`src/rtl/usb_rst_pkg.sv`:
```
package usb_rst_pkg;

    localparam int unsigned ADDR_W  = 7;
    localparam int unsigned CFG_W   = 8;
    localparam int unsigned NUM_SRC = 2;

    localparam int unsigned SRC_BUSRST = 0;
    localparam int unsigned SRC_SUSP   = 1;

    typedef enum logic [1:0] {
        VEC_NONE   = 2'd0,
        VEC_BUSRST = 2'd1,
        VEC_SUSP   = 2'd2
    } irq_vec_e;

    typedef struct packed {
        logic [ADDR_W-1:0] addr;
        logic [CFG_W-1:0]  cfg;
        logic [CFG_W-1:0]  alt;
    } dev_regs_t;

    // Bus reset outranks suspend
    function automatic irq_vec_e pick_vec(input logic [NUM_SRC-1:0] pend);
        if (pend[SRC_BUSRST])    return VEC_BUSRST;
        else if (pend[SRC_SUSP]) return VEC_SUSP;
        else                     return VEC_NONE;
    endfunction

endpackage

```
`src/rtl/se0_watch.sv`:
```
module se0_watch #(
    parameter int unsigned SE0_MS = 10
) (
    input  logic clk,
    input  logic rst,
    input  logic dp_i,
    input  logic dm_i,
    input  logic ms_tick_i,
    output logic bus_rst_o
);
    localparam int unsigned CW = $clog2(SE0_MS + 1);

    logic          se0;
    logic [CW-1:0] cnt_q;
    logic          fired_q;
    logic          pulse_q;

    assign se0 = !dp_i && !dm_i;

    always_ff @(posedge clk) begin
        if (rst) begin
            cnt_q   <= '0;
            fired_q <= 1'b0;
            pulse_q <= 1'b0;
        end else begin
            pulse_q <= 1'b0;
            if (!se0) begin
                cnt_q   <= '0;
                fired_q <= 1'b0;
            end else if (ms_tick_i && !fired_q) begin
                if (cnt_q == CW'(SE0_MS - 1)) begin
                    pulse_q <= 1'b1;
                    fired_q <= 1'b1;
                end else begin
                    cnt_q <= cnt_q + 1'b1;
                end
            end
        end
    end

    assign bus_rst_o = pulse_q;

    AST_PULSE_NEEDS_SE0: assert property (@(posedge clk) disable iff (rst)
        pulse_q |-> $past(se0 && ms_tick_i));
    AST_PULSE_SINGLE: assert property (@(posedge clk) disable iff (rst)
        pulse_q |=> !pulse_q);

endmodule

```
`src/rtl/cpu_hold_ctl.sv`:
```
module cpu_hold_ctl (
    input  logic clk,
    input  logic rst,
    input  logic run_ctl_we_i,
    input  logic run_ctl_bit_i,
    input  logic ie_we_i,
    input  logic ie_wdata_i,
    input  logic bkpt_set_i,
    input  logic suspend_det_i,
    output logic cpu_rst_o,
    output logic usb_ie_o,
    output logic bkpt_o,
    output logic suspend_o
);
    logic hold_q, ie_q, bkpt_q, susp_q;
    logic hold_now;

    // Held now, or about to be held
    assign hold_now = hold_q || (run_ctl_we_i && run_ctl_bit_i);

    always_ff @(posedge clk) begin
        if (rst) begin
            hold_q <= 1'b0;
            ie_q   <= 1'b0;
            bkpt_q <= 1'b0;
            susp_q <= 1'b0;
        end else begin
            if (run_ctl_we_i) hold_q <= run_ctl_bit_i;
            if (hold_now)     ie_q   <= 1'b0;
            else if (ie_we_i) ie_q   <= ie_wdata_i;
            if (hold_now)        bkpt_q <= 1'b0;
            else if (bkpt_set_i) bkpt_q <= 1'b1;
            susp_q <= hold_q && suspend_det_i;
        end
    end

    assign cpu_rst_o = hold_q;
    assign usb_ie_o  = ie_q;
    assign bkpt_o    = bkpt_q;
    assign suspend_o = susp_q;

    AST_IE_MASKED: assert property (@(posedge clk) disable iff (rst)
        hold_q |-> !ie_q);
    AST_BKPT_CLEARED: assert property (@(posedge clk) disable iff (rst)
        hold_q |-> !bkpt_q);
    AST_SUSP_ONLY_HELD: assert property (@(posedge clk) disable iff (rst)
        susp_q |-> $past(hold_q));

endmodule

```
`src/rtl/irq_pend.sv`:
```
module irq_pend
    import usb_rst_pkg::*;
(
    input  logic               clk,
    input  logic               rst,
    input  logic [NUM_SRC-1:0] evt_i,
    input  logic               clr_we_i,
    input  logic [NUM_SRC-1:0] clr_mask_i,
    input  logic               ie_i,
    output logic [NUM_SRC-1:0] pending_o,
    output logic               irq_o,
    output irq_vec_e           vec_o
);
    logic [NUM_SRC-1:0] pend_q;

    for (genvar i = 0; i < NUM_SRC; i++) begin : g_src
        always_ff @(posedge clk) begin
            if (rst)                            pend_q[i] <= 1'b0;
            else if (evt_i[i])                  pend_q[i] <= 1'b1;
            else if (clr_we_i && clr_mask_i[i]) pend_q[i] <= 1'b0;
        end

        AST_EVENT_BEATS_CLEAR: assert property (@(posedge clk) disable iff (rst)
            evt_i[i] |=> pend_q[i]);
    end

    assign pending_o = pend_q;
    assign irq_o     = ie_i && (|pend_q);
    assign vec_o     = pick_vec(pend_q);

endmodule

```
`src/rtl/dev_regs.sv`:
```
module dev_regs
    import usb_rst_pkg::*;
(
    input  logic              clk,
    input  logic              rst,
    input  logic              bus_rst_i,
    input  logic              default_dev_i,
    input  logic              addr_we_i,
    input  logic [ADDR_W-1:0] addr_wdata_i,
    input  logic              cfg_we_i,
    input  logic [CFG_W-1:0]  cfg_wdata_i,
    input  logic              alt_we_i,
    input  logic [CFG_W-1:0]  alt_wdata_i,
    output dev_regs_t         regs_o
);
    dev_regs_t regs_q;
    logic      wipe_cfg;

    assign wipe_cfg = bus_rst_i && default_dev_i;

    always_ff @(posedge clk) begin
        if (rst) begin
            regs_q <= '0;
        end else begin
            if (bus_rst_i)      regs_q.addr <= '0;
            else if (addr_we_i) regs_q.addr <= addr_wdata_i;
            if (wipe_cfg)       regs_q.cfg  <= '0;
            else if (cfg_we_i)  regs_q.cfg  <= cfg_wdata_i;
            if (wipe_cfg)       regs_q.alt  <= '0;
            else if (alt_we_i)  regs_q.alt  <= alt_wdata_i;
        end
    end

    assign regs_o = regs_q;

    AST_ADDR_WIPED: assert property (@(posedge clk) disable iff (rst)
        bus_rst_i |=> (regs_q.addr == '0));
    AST_CFG_WIPED: assert property (@(posedge clk) disable iff (rst)
        (bus_rst_i && default_dev_i) |=> (regs_q.cfg == '0 && regs_q.alt == '0));

endmodule

```
`src/rtl/usb_rst_coord.sv`:
```
module usb_rst_coord
    import usb_rst_pkg::*;
#(
    parameter int unsigned NUM_EP = 8,
    parameter int unsigned SE0_MS = 10
) (
    input  logic               clk,
    input  logic               rst,
    input  logic               dp_i,
    input  logic               dm_i,
    input  logic               ms_tick_i,
    input  logic               suspend_det_i,
    input  logic               default_dev_i,
    input  logic               run_ctl_we_i,
    input  logic               run_ctl_bit_i,
    input  logic               ie_we_i,
    input  logic               ie_wdata_i,
    input  logic               pend_clr_we_i,
    input  logic [NUM_SRC-1:0] pend_clr_mask_i,
    input  logic               bkpt_set_i,
    input  logic               addr_we_i,
    input  logic [ADDR_W-1:0]  addr_wdata_i,
    input  logic               cfg_we_i,
    input  logic [CFG_W-1:0]   cfg_wdata_i,
    input  logic               alt_we_i,
    input  logic [CFG_W-1:0]   alt_wdata_i,
    output logic               cpu_rst_o,
    output logic               usb_ie_o,
    output logic [NUM_SRC-1:0] pending_o,
    output logic               usb_irq_o,
    output logic [1:0]         irq_vec_o,
    output logic               bkpt_o,
    output logic               suspend_o,
    output logic [NUM_EP-1:0]  tog_clr_o,
    output logic [ADDR_W-1:0]  addr_o,
    output logic [CFG_W-1:0]   cfg_o,
    output logic [CFG_W-1:0]   alt_o,
    output logic               hs_reneg_o
);
    logic               bus_rst;
    logic               susp_det_q;
    logic [NUM_SRC-1:0] evt;
    irq_vec_e           vec;
    dev_regs_t          regs;

    always_ff @(posedge clk) begin
        if (rst) susp_det_q <= 1'b0;
        else     susp_det_q <= suspend_det_i;
    end

    always_comb begin
        evt             = '0;
        evt[SRC_BUSRST] = bus_rst;
        evt[SRC_SUSP]   = suspend_det_i && !susp_det_q;
    end

    se0_watch #(.SE0_MS(SE0_MS)) u_se0 (
        .clk(clk), .rst(rst), .dp_i(dp_i), .dm_i(dm_i),
        .ms_tick_i(ms_tick_i), .bus_rst_o(bus_rst)
    );

    cpu_hold_ctl u_hold (
        .clk(clk), .rst(rst),
        .run_ctl_we_i(run_ctl_we_i), .run_ctl_bit_i(run_ctl_bit_i),
        .ie_we_i(ie_we_i), .ie_wdata_i(ie_wdata_i),
        .bkpt_set_i(bkpt_set_i), .suspend_det_i(suspend_det_i),
        .cpu_rst_o(cpu_rst_o), .usb_ie_o(usb_ie_o),
        .bkpt_o(bkpt_o), .suspend_o(suspend_o)
    );

    irq_pend u_pend (
        .clk(clk), .rst(rst), .evt_i(evt),
        .clr_we_i(pend_clr_we_i), .clr_mask_i(pend_clr_mask_i),
        .ie_i(usb_ie_o), .pending_o(pending_o),
        .irq_o(usb_irq_o), .vec_o(vec)
    );

    dev_regs u_regs (
        .clk(clk), .rst(rst), .bus_rst_i(bus_rst),
        .default_dev_i(default_dev_i),
        .addr_we_i(addr_we_i), .addr_wdata_i(addr_wdata_i),
        .cfg_we_i(cfg_we_i), .cfg_wdata_i(cfg_wdata_i),
        .alt_we_i(alt_we_i), .alt_wdata_i(alt_wdata_i),
        .regs_o(regs)
    );

    assign irq_vec_o  = vec;
    assign tog_clr_o  = {NUM_EP{bus_rst}};
    assign hs_reneg_o = bus_rst;
    assign addr_o     = regs.addr;
    assign cfg_o      = regs.cfg;
    assign alt_o      = regs.alt;

    AST_HOLD_KEEPS_ADDR: assert property (@(posedge clk) disable iff (rst)
        (cpu_rst_o && !bus_rst && !addr_we_i) |=> $stable(addr_o));

endmodule

```
`config.mk`:
```
export PLATFORM = sky130hd
export DESIGN_NAME = usb_rst_coord
export DESIGN_NICKNAME = d
export VERILOG_FILES = /design/src/rtl/usb_rst_pkg.sv /design/src/rtl/se0_watch.sv /design/src/rtl/cpu_hold_ctl.sv /design/src/rtl/irq_pend.sv /design/src/rtl/dev_regs.sv /design/src/rtl/usb_rst_coord.sv
export SDC_FILE = /design/constraint.sdc
export NUM_CORES = 1
export LEC_CHECK = 0
export ABC_AREA = 1
export BUFFER_PORTS_ARGS = -buffer_cell sky130_fd_sc_hd__buf_4
export CORE_MARGIN = 3
export CORE_UTILIZATION = 30
export DETAILED_ROUTE_END_ITERATION = 10
export REMOVE_ABC_BUFFERS = 1
export SYNTH_ARGS = -nofsm -noshare
export SYNTH_HDL_FRONTEND = slang
export SYNTH_HIERARCHICAL = 1
export SYNTH_SLANG_ARGS = --single-unit
```
`constraint.sdc`:
```
create_clock -name clk -period 1.47 [get_ports clk]
set_clock_uncertainty 0.15 [all_clocks]
set_input_delay 0.2205 -clock clk [delete_from_list [all_inputs] [get_ports clk]]
set_output_delay 0.2205 -clock clk [all_outputs]
set_load 0.02 [all_outputs]
```
* Yosys cells after proc, flatten, opt, wreduce, memory -nomap -nowiden
Index checks and enable logic that the tools add are counted.
** Word-level totals
- Register bits after elaboration :: 36
- Bits of input ports :: 41
- Output and inout port bits :: 41
** Cells by class
- Add/subtract/negate cells :: 1
- Equal/unequal tests :: 1
- Multiplexer cells :: 7
- Bitwise operators :: 3
- Reduce and logical (&&, ||, !) cells :: 24
** Operators by type and width (number)
- $reduce_or 2->1 :: 5
- $logic_and 1x1->1 :: 9
- $mux 1 :: 5
- $add 4x1->4 const B :: 1
- $eq 4x4->1 const B :: 1
- $logic_not 1->1 :: 4
- $mux 2 :: 2
- $reduce_and 2->1 :: 2
- $reduce_bool 2->1 :: 2
- $not 1->1 :: 3
- $reduce_or 3->1 :: 1
- $logic_or 1x1->1 :: 1

* Longest topological paths before layout
Gate-level depths: netlist (run 1).
- Depth in word-level cells :: 4
- Mapped depth :: 7
- Gate-level depth less buffers :: 7

* By module
The synthesis (run 1) kept the hierarchy.
** By module, submodules not included
- dev_regs :: times used 1, cells each 116, area each 899.6 um^2, seq. area each 460.4 um^2
- se0_watch :: times used 1, cells each 40, area each 322.8 um^2, seq. area each 120.1 um^2
- cpu_hold_ctl :: times used 1, cells each 20, area each 141.4 um^2, seq. area each 80.1 um^2
- irq_pend :: times used 1, cells each 14, area each 95.1 um^2, seq. area each 40.0 um^2
- usb_rst_coord :: times used 1, cells each 12, area each 91.3 um^2, seq. area each 20.0 um^2

* Least setup slack after synthesis (run 1)
No wires, ideal clock.
- Kind :: register to register
- Start :: register u_se0.pulse_q, in the netlist u_se0/bus_rst_o
- End :: register u_regs.regs_q (netlist bit u_regs/regs_o[10])
- Library setup time :: 115 ps
- Arrival :: 1010 ps
- Data required time :: 1205 ps
- Setup slack :: 195 ps
- Stages on the path, launching flop included :: 5
- Path buffers :: 1
- Period minus slack after synthesis :: 1275 ps
- Cell sequence :: dfxtp_1 nand2_2 nand2_4 buf_6 a21oi_2
** On the way
- Cells in the longest elaborated chain, start to end :: 2
** Ends and longest elaborated chain
- start, declared :: line se0_watch.sv:16 : logic pulse_q;
- start signal, assigned :: line se0_watch.sv:24 : pulse_q <= 1'b0;
- start signal, assigned :: line se0_watch.sv:26 : pulse_q <= 1'b0;
- start signal, assigned :: line se0_watch.sv:32 : pulse_q <= 1'b1;
- $logic_and 1x1->1 :: line dev_regs.sv:19 : assign wipe_cfg = bus_rst_i && default_dev_i;
- $reduce_or 2->1 (no line)
- end, declared :: line dev_regs.sv:16 : dev_regs_t regs_q;
Every way passes these cells.
A chain may end at the register's enable or synchronous reset.

* Worst setup path in the final report (run 1)
- Start :: register u_pend.pend_q[0], in the netlist u_pend/pending_o[0]
- End :: output port usb_irq_o
** On the way
- Cells in the longest elaborated chain, start to end :: 2
** Ends and longest elaborated chain
- start, declared :: line irq_pend.sv:14 : logic [NUM_SRC-1:0] pend_q;
- start signal, assigned by index :: line irq_pend.sv:18 : if (rst) pend_q[i] <= 1'b0;
- start signal, assigned by index :: line irq_pend.sv:19 : else if (evt_i[i]) pend_q[i] <= 1'b1;
- start signal, assigned by index :: line irq_pend.sv:20 : else if (clr_we_i && clr_mask_i[i]) pend_q[i] <= 1'b0;
- $reduce_or 2->1 :: line irq_pend.sv:28 : assign irq_o = ie_i && (|pend_q);
- $logic_and 1x1->1 :: line irq_pend.sv:28
- end, declared :: line usb_rst_coord.sv:30 : output logic usb_irq_o,
Every way passes these cells.

==> results.sh, run 1 <==
export IMPL_cts_path_max_buffers=2
export IMPL_dr_pass1_iters=2
export IMPL_synth_flop_cell="dfxtp_1"
export IMPL_ant_nets=0
export IMPL_async_reset_ff_share_pct=0
export IMPL_insertion_delay_ps=280
export IMPL_grt_pass1_vias=1286
export IMPL_core_um2=4848
export IMPL_syn_area_um2=1550
export IMPL_yosys_register_bits=36
export IMPL_syn_inst=202
export IMPL_drive_gt1_share_pct=41.07
export IMPL_cts_root_buf="clkbuf_8"
export IMPL_cp_top_family="flip-flops"
export IMPL_ys_warnings_count=6
export IMPL_layout_setup_ws_ps=140.1
export IMPL_synth_distinct_cells=25
export IMPL_worst_pin_slew_ps=293.4
export IMPL_avgViaCountPerCell=4.046
export IMPL_powerDensity_nw_per_um2=941.2
export IMPL_yosysSeqAreaShare_pct=46.49
export IMPL_cts_buffers=5
export IMPL_die_w_um=77.89
export IMPL_hold_slack_ps=33.92
export IMPL_fin_util_pct=46.55
export IMPL_cts_sinks=36
export IMPL_cp_start_kind="flip-flop"
export IMPL_dp_final_hpwl_um=2693
export IMPL_start_util_pct=31.97
export IMPL_path_clk_slew_ps=70
export IMPL_drtIter0Drc=18
export IMPL_min_path_type="in -> reg"
export IMPL_dr_total_vias=1404
export IMPL_status="completed"
export IMPL_maxSlewHeadroom_pct=80.38
export IMPL_portBuffers=81
export IMPL_post_cts_buffers=0
export IMPL_finalPower_uw=2124
export IMPL_crit_type="reg -> out"
export IMPL_fin_setup_tns_ps=0
export IMPL_critPathBufInv=1
export IMPL_cp_max_fo=5
export IMPL_avgSynthCellArea_um2=7.674
export IMPL_vdd_drop_max_uv=557.9
export IMPL_crit_required_ps=1100
export IMPL_min_period_ps=1330
export IMPL_antenna_cells=0
export IMPL_core_rowCount=25
export IMPL_slew_violations=0
export IMPL_synth_edf_count=0
export IMPL_dp_slack_ps=193.6
export IMPL_cp_cell_sequence="o21a_1, buf_4"
export IMPL_place_congestion=0.7328
export IMPL_grt_overflow=0
export IMPL_grt_setup_unrepaired="no"
export IMPL_nets=322
export IMPL_io_pins=82
export IMPL_routed_wirelength_um=3500
export IMPL_fill_cells=506
export IMPL_cts_tree="yes"
export IMPL_slowest_delay_ps=350
export IMPL_drcViolationCount=0
export IMPL_post_route_period_util_pct=90.47
export IMPL_grt_util_all_layers_pct=11.50
export IMPL_wire_per_inst_um=10.09
export IMPL_grt_max_degree=17
export IMPL_worst_setup_path_end_kind="output pin"
export IMPL_fmax_mhz=751.9
export IMPL_syn2layout_area_growth_pct=45.60
export IMPL_critPathSlowestCell="dfxtp_1"
export IMPL_htreeDepth=2
export IMPL_antenna_found_initial=0
export IMPL_die_h_um=77.89
export IMPL_drv_cap=0
export IMPL_critPathArrivalTime_ps=960
export IMPL_hold_viol_final=0
export IMPL_leakage_uw=0.001096
export IMPL_rrSetupSlack_ps=210
export IMPL_setup_violations=0
export IMPL_grt_pass1_wl_um=5637
export IMPL_die_area_um2=6066
synth_stat cells (all sizes together) (2+ instances only):
| cell type | n | area share (%) |
|---|---|---|
| nand3 | 4 | 1.6 |
| inv | 22 | 5.5 |
| nand4 | 2 | 1.2 |
| nor2 | 32 | 8.7 |
| a21oi | 21 | 9.2 |
| buf | 13 | 6.4 |
| dfxtp | 36 | 46 |
| nand2 | 65 | 17 |
| ha | 2 | 1.6 |
where the power goes:
group          switching (uW)  internal (uW)  total [uW]
Combinational             181            174         355
Clock                     347            374         721
Sequential               25.6           1020        1050
Total                     554           1570        2120
cell type report:
type | instances | area (um^2) | area share [%]
tap | 67 | 83.83 | 3.714
inverter | 23 | 90.09 | 3.991
multi-input combinational | 130 | 640.6 | 28.38
sequential | 36 | 721.9 | 31.98
clock inverter | 2 | 10.01 | 0.4435
clock buffer | 6 | 82.58 | 3.659
timing repair buffer | 83 | 628.1 | 27.83
cell usage in the layout (no fill, tap or decap), types with 3 or more instances in the layout:
master	netlist	layout
nor2_2	3	3
clkbuf_8	0	6
dfxtp_1	36	35
clkinv_2	1	3
a21oi_2	10	10
nand2_1	62	62
inv_2	3	3
a21oi_1	11	11
buf_4	11	81
nand3_1	3	3
nor2_1	28	28
inv_1	18	18
path summary, 6_finish.rpt:
| check | endpoint | startpoint | cells after the start |
|---|---|---|---|
| setup / recovery | usb_irq_o | u_pend/pending_o[0]$_SDFFE_PP0P_ | 2 |
| setup reg to reg | u_se0/cnt_q[3]$_SDFFE_PP0P_ | u_se0/cnt_q[0]$_SDFFE_PP0P_ | 6 |
| hold reg to reg | u_regs/regs_o[1]$_SDFFE_PP0P_ | u_regs/regs_o[1]$_SDFFE_PP0P_ | 2 |
| hold / removal | u_regs/regs_o[7]$_SDFFE_PP0P_ | alt_wdata_i[7] | 3 |
per-layer routing:
layer  track usage (%)  share of wire [%]  vias up
met5                 0                  0        -
met4             4.270                1.1        0
met3             3.596                6.1        5
met2             18.92                 49       36
met1             13.96                 44      603
li1                  -                  -      760
stage by stage:
stage	cells	instance area, um^2
after floorplan	189	1451
after global placement	337	2143
after detailed placement	337	2143
after CTS	347	2257
after global routing	347	2257
final	347	2257
worst register-to-register path: stages (launching register included):
cell and delay, ps:
dfxtp_1 400, ha_1 220, nand3_2 140, nand3_1 120
nand2_1 50, inv_1 40, nor2_1 30
logic make-up after synthesis:
kind of cell	after synthesis	synth area share, %
flip-flops	36	46.49
AND/OR/NAND/NOR	104	29.14
AO/OA/AOI/OAI	23	10.01
XOR/XNOR	1	0.5651
buffers and inverters	36	12.19
adder cells (fa/ha/maj)	2	1.614
registers in the layout, indices dropped and copies added (netlist names):
register and flops:
u_regs/regs_o 23, u_se0/cnt_q 4, u_pend/pending_o 2, susp_det_q 1, u_hold/bkpt_o 1, u_hold/cpu_rst_o 1
u_hold/suspend_o 1, u_hold/usb_ie_o 1, u_se0/bus_rst_o 1, u_se0/fired_q 1
what timing repair did:
| action | 4_1_cts | 5_1_grt |
|---|---|---|
| setup endpoints to repair | 9 | 0 |
| resized for setup | 1 | 0 |
| hold buffers | 2 | 0 |
| endpoints found under the hold margin | 2 | 0 |
No activity file was read; power rests on OpenSTA's default activity.
==> inputs of run 2 (changes only) <==
CORE_ASPECT_RATIO = 0.9   (was unset)
CORE_MARGIN = unset   (was 3)
==> results.sh, run 2 (synthesized netlist as in run 1, its figures left out) <==
export IMPL_status="completed"
export IMPL_timing_rr_end="u_se0/cnt_q[3]$_SDFFE_PP0P_"
export IMPL_fmax_mhz=750.0
export IMPL_grt_pass1_wl_um=5540
export IMPL_largest_register_ffs=23
export IMPL_wire_per_inst_um=9.339
export IMPL_insertion_delay_ps=280
export IMPL_min_period_ps=1333
export IMPL_core_um2=4895
export IMPL_layout_commonest_cell="buf_4"
export IMPL_place_area_um2=2148
export IMPL_layout_setup_ws_ps=136.6
export IMPL_final_cell_mix="82 x buf_4, 62 x nand2_1, 36 x dfxtp_1"
export IMPL_cts_buffers=5
export IMPL_portBuffers=81
export IMPL_worst_setup_path_end_kind="output pin"
export IMPL_fill_cells=504
export IMPL_ant_nets=0
export IMPL_powerDensity_nw_per_um2=925.5
export IMPL_leakage_uw=0.001094
export IMPL_drcViolationCount=0
export IMPL_critPathSlowestCell="dfxtp_1"
export IMPL_r2r_cells=6
export IMPL_post_cts_buffers=0
export IMPL_slowest_delay_ps=350
export IMPL_hold_slack_ps=7.690
export IMPL_slew_violations=0
export IMPL_hold_viol_final=0
export IMPL_final_area_um2=2246
export IMPL_routed_wirelength_um=3222
export IMPL_grt_pass1_vias=1314
export IMPL_grt_overflow=0
export IMPL_cp_max_fo=5
export IMPL_cp_cell_sequence="o21a_1, buf_4"
export IMPL_start_util_pct=31.67
export IMPL_worst_pin_slew_ps=289.2
export IMPL_multi_input_comb_area_um2=640.6
export IMPL_dp_slack_ps=210.1
export IMPL_drv_cap=0
export IMPL_maxSlewHeadroom_pct=80.66
export IMPL_drive_gt1_share_pct=41.07
export IMPL_crit_type="reg -> out"
export IMPL_dr_total_vias=1407
export IMPL_die_h_um=70.20
export IMPL_dr_pass1_iters=4
export IMPL_grt_max_degree=17
export IMPL_min_to="susp_det_q$_SDFF_PP0_"
export IMPL_dp_cells=336
export IMPL_path_clk_slew_ps=80
export IMPL_io_pins=82
export IMPL_dp_final_hpwl_um=2470
export IMPL_nets=322
export IMPL_crit_reg2reg_launch="u_se0/cnt_q[0]$_SDFFE_PP0P_"
export IMPL_crit_required_ps=1100
export IMPL_antenna_found_initial=0
export IMPL_grt_util_all_layers_pct=12.55
export IMPL_htreeDepth=2
export IMPL_finalPower_uw=2079
export IMPL_cts_root_buf="clkbuf_8"
export IMPL_core_rowCount=24
export IMPL_post_route_period_util_pct=90.71
export IMPL_cp_start_kind="flip-flop"
export IMPL_vdd_drop_max_uv=533.5
export IMPL_min_path_type="in -> reg"
export IMPL_grt_setup_unrepaired="no"
export IMPL_setup_violations=0
export IMPL_cts_resized_gates=0
export IMPL_area_sequential_um2=720.7
export IMPL_hold_path_depth=3
export IMPL_hp_start="suspend_det_i"
export IMPL_avgViaCountPerCell=4.078
export IMPL_antenna_cells=0
export IMPL_syn2layout_area_growth_pct=44.87
export IMPL_critPathArrivalTime_ps=960
export IMPL_drtIter0Drc=81
export IMPL_die_area_um2=5459
export IMPL_cts_sinks=36
export IMPL_rrSetupSlack_ps=210
export IMPL_die_w_um=77.78
export IMPL_cts_path_max_buffers=2
export IMPL_finalNonFillerCells=345
export IMPL_place_congestion=0.7360
export IMPL_cts_tree="yes"
## run 2: where the power goes
group | internal [uW] | switching [uW]
registers | 1020 | 25.8
logic | 172 | 180
clock network | 330 | 349
total | 1520 | 554
## run 2: worst max-delay path by stage
stage,end,cells past startpoint,slack [ps],start
floorplan,u_regs/regs_o[0]$_SDFFE_PP0P_,3,-740,u_se0/bus_rst_o$_SDFF_PP0_
global placement,u_se0/cnt_q[3]$_SDFFE_PP0P_,6,250,u_se0/cnt_q[0]$_SDFFE_PP0P_
detailed placement,u_se0/cnt_q[3]$_SDFFE_PP0P_,6,210,u_se0/cnt_q[0]$_SDFFE_PP0P_
CTS,tog_clr_o[5],2,120,u_se0/bus_rst_o$_SDFF_PP0_
global route,tog_clr_o[0],2,80,u_se0/bus_rst_o$_SDFF_PP0_
finish,usb_irq_o,2,140,u_pend/pending_o[0]$_SDFFE_PP0P_
## run 2: worst max-delay path, delay by kind of cell, from the launching register on
kind / cells / cell delay [ps]
DFF: 1 / 350
AOI/OAI and AO/OA: 1 / 180
buffers and inverters: 1 / 150
## run 2: cell type report
cell class	count	share of cell area (%)
Tap cell	65	3.621
Sequential cell	36	32.09
Inverter	23	4.011
Clock buffer	5	3.064
Clock inverter	3	0.8357
Timing Repair Buffer	83	27.86
Multi-Input combinational cell	130	28.52
## run 2: what timing repair did
action,4_1_cts,5_1_grt
endpoints found under the setup margin,0,0
hold endpoints to repair,1,0
hold buffers,1,0
## run 2: per-stage QoR
stage	TNS (ps)	utilization, %
2_1_floorplan	-20130	-
3_3_place_gp	0	43.89
3_5_place_dp	0	43.89
4_1_cts	0	45.88
5_1_grt	0	45.88
6_report	0	45.88
## run 2: routing by layer
metal | share of wire (%) | wire [um] | GRT usage (%) | vias to the layer above
met4 | 0.74 | 24 | 3.145 | 0
met3 | 11 | 359 | 4.706 | 4
met5 | 0 | 0 | 0 | -
li1 | - | - | - | 761
met1 | 45 | 1436 | 15.80 | 582
met2 | 43 | 1401 | 20.16 | 60
==> inputs of run 3 (changes only) <==
CELL_PAD_IN_SITES_DETAIL_PLACEMENT = 1   (was unset)
CELL_PAD_IN_SITES_GLOBAL_PLACEMENT = 1   (was unset)
CORE_UTILIZATION = 25   (was 30)
PLACE_DENSITY_LB_ADDON = 0.1   (was unset)
==> results.sh, run 3 (synthesized netlist as in run 1, its figures left out) <==
export IMPL_place_area_um2=2155
export IMPL_critPathArrivalTime_ps=1020
export IMPL_cts_sinks=36
export IMPL_final_area_um2=2266
export IMPL_dp_cells=341
export IMPL_crit_type="reg -> out"
export IMPL_crit_required_ps=1100
export IMPL_portBuffers=81
export IMPL_layout_commonest_cell="buf_4"
export IMPL_dp_final_hpwl_um=2908
export IMPL_die_w_um=85.01
export IMPL_cp_start_kind="flip-flop"
export IMPL_fin_util_pct=38.91
export IMPL_critPathBufInv=2
export IMPL_cts_resized_gates=0
export IMPL_path_clk_slew_ps=70
export IMPL_nets=321
export IMPL_hold_buffers=0
export IMPL_drv_cap=0
export IMPL_critPathSlowestCell="dfxtp_1"
export IMPL_wire_per_inst_um=10.95
export IMPL_post_route_period_util_pct=94.43
export IMPL_grt_max_degree=17
export IMPL_die_h_um=76.71
export IMPL_largest_register_ffs=23
export IMPL_clockPowerShare_pct=38.2
export IMPL_insertion_delay_ps=280
export IMPL_p_comb_share_pct=15.6
export IMPL_vdd_drop_max_uv=404.9
export IMPL_place_congestion=0.7073
export IMPL_status="completed"
export IMPL_ant_nets=0
export IMPL_core_um2=5823
export IMPL_area_sequential_um2=720.7
export IMPL_multi_input_comb_area_um2=640.6
export IMPL_dr_pass1_iters=4
export IMPL_antenna_found_initial=0
export IMPL_final_cell_mix="82 x buf_4, 62 x nand2_1, 36 x dfxtp_1"
export IMPL_min_period_ps=1388
export IMPL_leakage_uw=0.001096
export IMPL_grt_overflow=0
export IMPL_setup_violations=0
export IMPL_htreeDepth=2
export IMPL_post_cts_buffers=0
export IMPL_cp_top_family="flip-flops"
export IMPL_sw_frac_of_total_pct=25.36
export IMPL_start_util_pct=26.62
export IMPL_grt_setup_unrepaired="no"
export IMPL_min_path_type="in -> reg"
export IMPL_slew_violations=0
export IMPL_cts_buffers=5
export IMPL_dr_total_vias=1439
export IMPL_rrSetupSlack_ps=210
export IMPL_grt_pass1_wl_um=6465
export IMPL_worst_setup_path_end_kind="output pin"
export IMPL_powerDensity_nw_per_um2=1002
export IMPL_antenna_cells=0
export IMPL_drtIter0Drc=27
export IMPL_fill_cells=734
export IMPL_fmax_mhz=720.4
export IMPL_cp_max_fo=9
export IMPL_avgViaCountPerCell=4.123
export IMPL_routed_wirelength_um=3820
export IMPL_cts_tree="yes"
export IMPL_fin_setup_tns_ps=0
export IMPL_grt_util_all_layers_pct=12.31
export IMPL_hold_viol_final=0
export IMPL_core_rowCount=26
export IMPL_cp_cell_sequence="buf_4, buf_4"
export IMPL_cts_root_buf="clkbuf_8"
export IMPL_finalNonFillerCells=349
export IMPL_intPower_uw=1695
export IMPL_die_area_um2=6520
export IMPL_seq_power_share_pct=46.2
export IMPL_grt_pass1_vias=1430
export IMPL_p_sw_uw=575.8
export IMPL_worst_pin_slew_ps=309.7
export IMPL_hold_slack_ps=10.86
export IMPL_syn2layout_area_growth_pct=46.17
export IMPL_slowest_delay_ps=400
export IMPL_crit_top_cell="buf_4"
export IMPL_cts_path_max_buffers=2
export IMPL_drcViolationCount=0
export IMPL_drive_gt1_share_pct=41.22
export IMPL_maxSlewHeadroom_pct=79.33
export IMPL_io_pins=82
run 3: stage by stage:
step                      total power, uW  worst slack, ps
after global placement               1429            242.3
after floorplan                      1233           -739.3
after CTS                            2313            63.75
after detailed placement             1432            208.3
final                                2270            81.93
after global routing                 2387            36.66
run 3: worst paths after layout:
kind / start / to / cells after the start
max reg2reg: u_se0/cnt_q[0]$_SDFFE_PP0P_ / u_se0/cnt_q[3]$_SDFFE_PP0P_ / 6
min: bkpt_set_i / u_hold/bkpt_o$_SDFFE_PP0P_ / 3
max: u_se0/bus_rst_o$_SDFF_PP0_ / tog_clr_o[5] / 2
min reg2reg: u_regs/regs_o[2]$_SDFFE_PP0P_ / u_regs/regs_o[2]$_SDFFE_PP0P_ / 2
run 3: metal layers:
layer  share of wire, %  wire (um)  up-vias  GRT usage (%)
li1                   -          -      758              -
met1                 46       1760      640          15.06
met2                 48       1820       36          20.73
met3                5.3        202        5          3.122
met4               0.97         37        0          4.576
met5                  0          0        -              0
run 3: layout make-up:
type / instances / area share (%)
Multi-Input combinational cell: 130 / 28.27
Clock inverter: 3 / 1.877
Timing Repair Buffer: 82 / 27.17
Clock buffer: 5 / 3.037
Tap cell: 70 / 3.865
Sequential cell: 36 / 31.81
Inverter: 23 / 3.976
run 3: tightest hold or removal path: stages:
cell and delay [ps]:
buf_4 80, nor2_1 30, nor2_1 80
run 3: power groups by stage:
stage	clock (uW)	combinational [uW]	sequential (uW)
after global placement	0	358	1070
after detailed placement	0	360	1070
after global routing	941	390	1060
after floorplan	0	109	1120
after CTS	903	361	1050
final	868	354	1050
